==> src/rtl/pcs_rx_dec_pkg.sv <==
package pcs_rx_dec_pkg;
  localparam int GRP_W = 5;
  localparam int NIB_W = 4;

  localparam logic [GRP_W-1:0] CG_IDLE = 5'b11111;
  localparam logic [GRP_W-1:0] CG_J    = 5'b11000;
  localparam logic [GRP_W-1:0] CG_K    = 5'b10001;
  localparam logic [GRP_W-1:0] CG_T    = 5'b01101;
  localparam logic [GRP_W-1:0] CG_R    = 5'b00111;
  localparam logic [GRP_W-1:0] CG_H    = 5'b00100;

  localparam logic [NIB_W-1:0] PRE_NIB = 4'b0101;

  typedef enum logic [2:0] {
    GK_DATA, GK_IDLE, GK_J, GK_K, GK_T, GK_R, GK_HALT, GK_BAD
  } grp_kind_e;

  typedef enum logic [2:0] {
    ST_HUNT, ST_IDLE, ST_GOT_J, ST_FRAME, ST_GOT_T
  } rx_state_e;

  typedef struct packed {
    logic [NIB_W-1:0] rxd;
    logic             dv;
    logic             er;
    logic             crs;
  } mii_rx_t;
endpackage

==> src/rtl/pcs_rx_group_classify.sv <==
module pcs_rx_group_classify
  import pcs_rx_dec_pkg::*;
(
  input  logic [GRP_W-1:0] group_i,
  output grp_kind_e        kind_o,
  output logic [NIB_W-1:0] nib_o
);
  always_comb begin
    kind_o = GK_DATA;
    nib_o  = '0;
    unique case (group_i)
      5'b11110: nib_o = 4'h0;
      5'b01001: nib_o = 4'h1;
      5'b10100: nib_o = 4'h2;
      5'b10101: nib_o = 4'h3;
      5'b01010: nib_o = 4'h4;
      5'b01011: nib_o = 4'h5;
      5'b01110: nib_o = 4'h6;
      5'b01111: nib_o = 4'h7;
      5'b10010: nib_o = 4'h8;
      5'b10011: nib_o = 4'h9;
      5'b10110: nib_o = 4'hA;
      5'b10111: nib_o = 4'hB;
      5'b11010: nib_o = 4'hC;
      5'b11011: nib_o = 4'hD;
      5'b11100: nib_o = 4'hE;
      5'b11101: nib_o = 4'hF;
      CG_IDLE:  kind_o = GK_IDLE;
      CG_J:     kind_o = GK_J;
      CG_K:     kind_o = GK_K;
      CG_T:     kind_o = GK_T;
      CG_R:     kind_o = GK_R;
      CG_H:     kind_o = GK_HALT;
      default:  kind_o = GK_BAD;
    endcase
  end
endmodule

==> src/rtl/pcs_rx_frame_fsm.sv <==
module pcs_rx_frame_fsm
  import pcs_rx_dec_pkg::*;
(
  input  logic             clk_i,
  input  logic             rst_ni,
  input  grp_kind_e        kind_i,
  input  logic [NIB_W-1:0] nib_i,
  output mii_rx_t          nxt_o
);
  rx_state_e state_q, state_d;

  always_comb begin
    state_d = state_q;
    nxt_o   = '0;
    unique case (state_q)
      ST_HUNT: begin
        if (kind_i == GK_IDLE) state_d = ST_IDLE;
        else if (kind_i inside {GK_J, GK_K, GK_T, GK_R}) nxt_o.er = 1'b1;
      end
      ST_IDLE: begin
        if (kind_i == GK_J) begin
          state_d   = ST_GOT_J;
          nxt_o.rxd = PRE_NIB;
          nxt_o.dv  = 1'b1;
          nxt_o.crs = 1'b1;
        end else if (kind_i inside {GK_K, GK_T, GK_R}) begin
          state_d  = ST_HUNT;
          nxt_o.er = 1'b1;
        end else if (kind_i != GK_IDLE) begin
          state_d = ST_HUNT;
        end
      end
      ST_GOT_J: begin
        if (kind_i == GK_K) begin
          state_d   = ST_FRAME;
          nxt_o.rxd = PRE_NIB;
          nxt_o.dv  = 1'b1;
          nxt_o.crs = 1'b1;
        end else begin
          state_d  = (kind_i == GK_IDLE) ? ST_IDLE : ST_HUNT;
          nxt_o.er = 1'b1;
        end
      end
      ST_FRAME: begin
        if (kind_i == GK_DATA) begin
          nxt_o.rxd = nib_i;
          nxt_o.dv  = 1'b1;
          nxt_o.crs = 1'b1;
        end else if (kind_i == GK_T) begin
          state_d   = ST_GOT_T;
          nxt_o.crs = 1'b1;
        end else if (kind_i == GK_IDLE) begin
          state_d  = ST_IDLE;
          nxt_o.er = 1'b1;
        end else begin
          nxt_o.dv  = 1'b1;
          nxt_o.crs = 1'b1;
          nxt_o.er  = 1'b1;
        end
      end
      ST_GOT_T: begin
        if (kind_i == GK_R) begin
          state_d = ST_HUNT;
        end else begin
          state_d  = (kind_i == GK_IDLE) ? ST_IDLE : ST_HUNT;
          nxt_o.er = 1'b1;
        end
      end
      default: state_d = ST_HUNT;
    endcase
  end

  always_ff @(posedge clk_i or negedge rst_ni) begin
    if (!rst_ni) state_q <= ST_HUNT;
    else         state_q <= state_d;
  end
endmodule

==> src/rtl/pcs_rx_out_reg.sv <==
module pcs_rx_out_reg
  import pcs_rx_dec_pkg::*;
(
  input  logic    clk_i,
  input  logic    rst_ni,
  input  mii_rx_t d_i,
  output mii_rx_t q_o
);
  always_ff @(posedge clk_i or negedge rst_ni) begin
    if (!rst_ni) q_o <= '0;
    else         q_o <= d_i;
  end
endmodule

==> src/rtl/pcs_rx_decoder.sv <==
module pcs_rx_decoder
  import pcs_rx_dec_pkg::*;
(
  input  logic             clk_i,
  input  logic             rst_ni,
  input  logic [GRP_W-1:0] group_i,
  output logic [NIB_W-1:0] rxd_o,
  output logic             rx_dv_o,
  output logic             rx_er_o,
  output logic             crs_o
);
  grp_kind_e        kind;
  logic [NIB_W-1:0] nib;
  mii_rx_t          nxt, cur;

  pcs_rx_group_classify u_classify (
    .group_i (group_i),
    .kind_o  (kind),
    .nib_o   (nib)
  );

  pcs_rx_frame_fsm u_fsm (
    .clk_i  (clk_i),
    .rst_ni (rst_ni),
    .kind_i (kind),
    .nib_i  (nib),
    .nxt_o  (nxt)
  );

  pcs_rx_out_reg u_oreg (
    .clk_i  (clk_i),
    .rst_ni (rst_ni),
    .d_i    (nxt),
    .q_o    (cur)
  );

  assign rxd_o   = cur.rxd;
  assign rx_dv_o = cur.dv;
  assign rx_er_o = cur.er;
  assign crs_o   = cur.crs;
endmodule

==> config.mk <==
export PLATFORM = sky130hd
export DESIGN_NAME = pcs_rx_decoder
export DESIGN_NICKNAME = d
export VERILOG_FILES = /design/src/rtl/pcs_rx_dec_pkg.sv /design/src/rtl/pcs_rx_group_classify.sv /design/src/rtl/pcs_rx_frame_fsm.sv /design/src/rtl/pcs_rx_out_reg.sv /design/src/rtl/pcs_rx_decoder.sv
export SDC_FILE = /design/constraint.sdc
export NUM_CORES = 1
export LEC_CHECK = 0
export BUFFER_PORTS_ARGS = -buffer_cell sky130_fd_sc_hd__buf_2
export CAP_MARGIN = 20
export CORE_AREA = 5 5 42 44
export CTS_CLUSTER_DIAMETER = 30
export CTS_CLUSTER_SIZE = 30
export DETAILED_ROUTE_END_ITERATION = 12
export DIE_AREA = 0 0 47 49
export GPL_TIMING_DRIVEN = 0
export PLACE_DENSITY_LB_ADDON = 0.05
export REMOVE_ABC_BUFFERS = 1
export SLEW_MARGIN = 30
export SYNTH_ARGS = -nofsm -noshare
export SYNTH_HDL_FRONTEND = slang
export SYNTH_SLANG_ARGS = --single-unit
==> constraint.sdc <==
create_clock -name clk_i -period 3.1 [get_ports clk_i]
set_clock_uncertainty 0.05 [all_clocks]
set_input_delay 0.93 -clock clk_i [delete_from_list [all_inputs] [get_ports clk_i]]
set_output_delay 0.93 -clock clk_i [all_outputs]
set_load 0.02 [all_outputs]
==> results.ini <==
[pwr]
powerDensity_nw_per_um2 = 373
vdd_drop_max_mv = 0.213
leakage_nw = 0.349

[global_routing]
grt_start_max_net_pins = 17
antenna_found_initial = 0
grt_overflow = 0
first_global_vias = 581
grt_pass1_wl_um = 2640
grt_usage_pct = 15.2

[die]
dieArea_sq_um = 2300
fp.dieW_um = 47
die_y_um = 49
core_area_sq_um = 1400
ios = 14
num_rows = 14
initial_core_util_pct = 50.1

[clock_network]
clockBufferDepth = 2
postCtsSetupRepairBufs = 0
cts_tree = done
cts_hold_buf = 0
htree_levels = 1
post_cts_resized = 0
cts_root_buf = clkbuf_4
clock_sinks = 10
numCtsBuffers = 3
clk_latency_ns = 0.26
path_clk_slew_ns = 0.07

[yosys]
ys_seq_area_share_pct = 35.7
synth_area_leaders = dfrtp_1 36%, nor3b_1 5.3%, o31ai_1 5.3%
synth_commonest_cells = 10 x dfrtp_1, 9 x nand2_1, 6 x o21ai_0
yosysWarnings = 0
synth_area_sq_um = 702
synth_edf_count = 0
syn_inst = 78
ys_seq_elements = 10
synthArstFlopShare_pct = 100
synth.distinct_cells = 30
synth_top_area_share_pct = 35.7
synth-main-ff-cell = dfrtp_1
synth_largest_area_cell = dfrtp_1
synth.most_common_cell = dfrtp_1
syn_avg_cell_area_sq_um = 9.00

[critical_path]
crit_path_end_kind = flop
ff2ff_setup_slack_ns = 1.69
startpoint_type = primary input
path_cells = buf_2 > or3b_1 > nand2_1 > o2111a_1 > o211ai_2
setup.worst_path.class = in2reg
critPathTopFamily = simple AND/OR/NAND/NOR gates
crit_path_max_incr_delay_ns = 0.39
cp.arrival_ns = 1.94
worst-path-max-fanout = 13
slowest_stage = or3b_1
critPathBufInv = 1
required_ns = 3.18

[detailed_routing]
wl_um = 1590
vias_per_cell = 6.20
dr_wl_met2_um = 773
first_pass_iters = 4
drt_iter0_markers = 13
met3_length_um = 125
route.detailed.drc = 0
wirelength_met1_um = 677
num_vias = 651
dr.max_layer_used = met4
detail-route-antenna-nets = 0
wl_per_cell_um = 15.1

[timing]
post-route-period-util_pct = 60.2
fin_tns_setup_ns = 0
slew_violations = 0
grt_setup_unrepaired = false
slew_headroom_pct = 73.7
tightest_slew_ns = 0.394
fmax_mhz = 536
final_hold_viol_count = 0
setup_viol = 0
period_minus_slack_ns = 1.87

[final_layout]
drive_above_1_share_pct = 23.6
fin_util_pct = 56.0
area_delta_synth_final_pct = 11.8
antennaDiodeCount = 0
nNetsFinal = 97
final_cells = 105

[placed_design]
dp_cells = 101
portBuffers = 13
gp_congestion = 0.822
place_hpwl_um = 1130

[job]
cap_viol_max_count = 0

[status]
status = completed

[hold_path]
timing.hold.worst.class = in2async

## layout make-up
| cell class | count | area [sq um] |
|---|---|---|
| fillers | 150 | 617 |
| clock buffers | 4 | 36.3 |
| well taps | 16 | 20.0 |
| repair buffers | 13 | 65.1 |
| multi-input cells | 60 | 405 |
| inverters | 2 | 7.51 |
| flip-flops and latches | 10 | 250 |
## registers in the layout, indices dropped and copies added, names as in the netlist
| signal | count |
|---|---|
| u_fsm.state_q | 3 |
| u_oreg.q_o | 7 |
## power breakdown
group	internal (mW)	switching [mW]
logic	0.0166	0.0277
clock network	0.0712	0.0441
registers	0.132	0.00100
## layout by cell type (no fill, tap or decap)
master      n
o21ai_0     6
xnor2_1     2
nand4b_1    1
nor3b_1     5
nor2b_1     2
nor2_1      4
nand4bb_1   1
or3b_1      1
nand2_1     9
a21o_1      3
nand3_1     1
nor4bb_1    1
o221ai_1    2
inv_1       2
o31ai_1     5
buf_2      13
dfrtp_1    10
clkbuf_4    3
a21oi_1     5
o211ai_2    1
nand2b_1    1
xor2_1      1
or2b_1      1
or2_2       1
nand4_1     3
and4bb_2    1
nor4b_4     1
nor3_1      1
o2111a_1    1
clkbuf_8    1
## final timing paths
path	depth (start not counted)	endpoint	start
worst max-delay path	5	u_oreg.q_o[1]	group_i[2]
worst min-delay path	1	u_oreg.q_o[5]	rst_ni
worst max register to register	4	u_oreg.q_o[0]	u_fsm.state_q[0]
worst min register to register	3	u_fsm.state_q[0]	u_fsm.state_q[1]
max in group asynchronous	1	u_oreg.q_o[1]	rst_ni
min in group clk_i	3	u_fsm.state_q[0]	u_fsm.state_q[1]
## layer usage
metal | global-route usage (%) | up-vias
li1 | - | 311
met1 | 21.1 | 305
met2 | 21.7 | 33
met3 | 4.43 | 2
met4 | 5.53 | 0
met5 | 0 | -
## metrics by stage
stage          worst slack (ns)  hold slack [ns]  power, mW  area (sq um)
2_1_floorplan              1.27            0.581      0.158           663
3_3_place_gp              0.987            0.651      0.179           748
3_5_place_dp              0.969            0.668      0.179           748
4_1_cts                    1.25            0.456      0.296           785
5_1_grt                    1.19            0.459      0.307           785
6_report                   1.23            0.458      0.292           785
## cell families (layout without fill, tap and decap cells)
group | count (synthesis) | in the layout | share of synthesized area (%)
buffers and inverters | 8 | 19 | 6.60
xor gates and xnor gates | 3 | 3 | 3.74
AOI/OAI and AO/OA | 23 | 23 | 22.3
and+or+nand+nor | 34 | 34 | 31.7
DFF | 10 | 10 | 35.7
(Power assumes the default switching activity.)
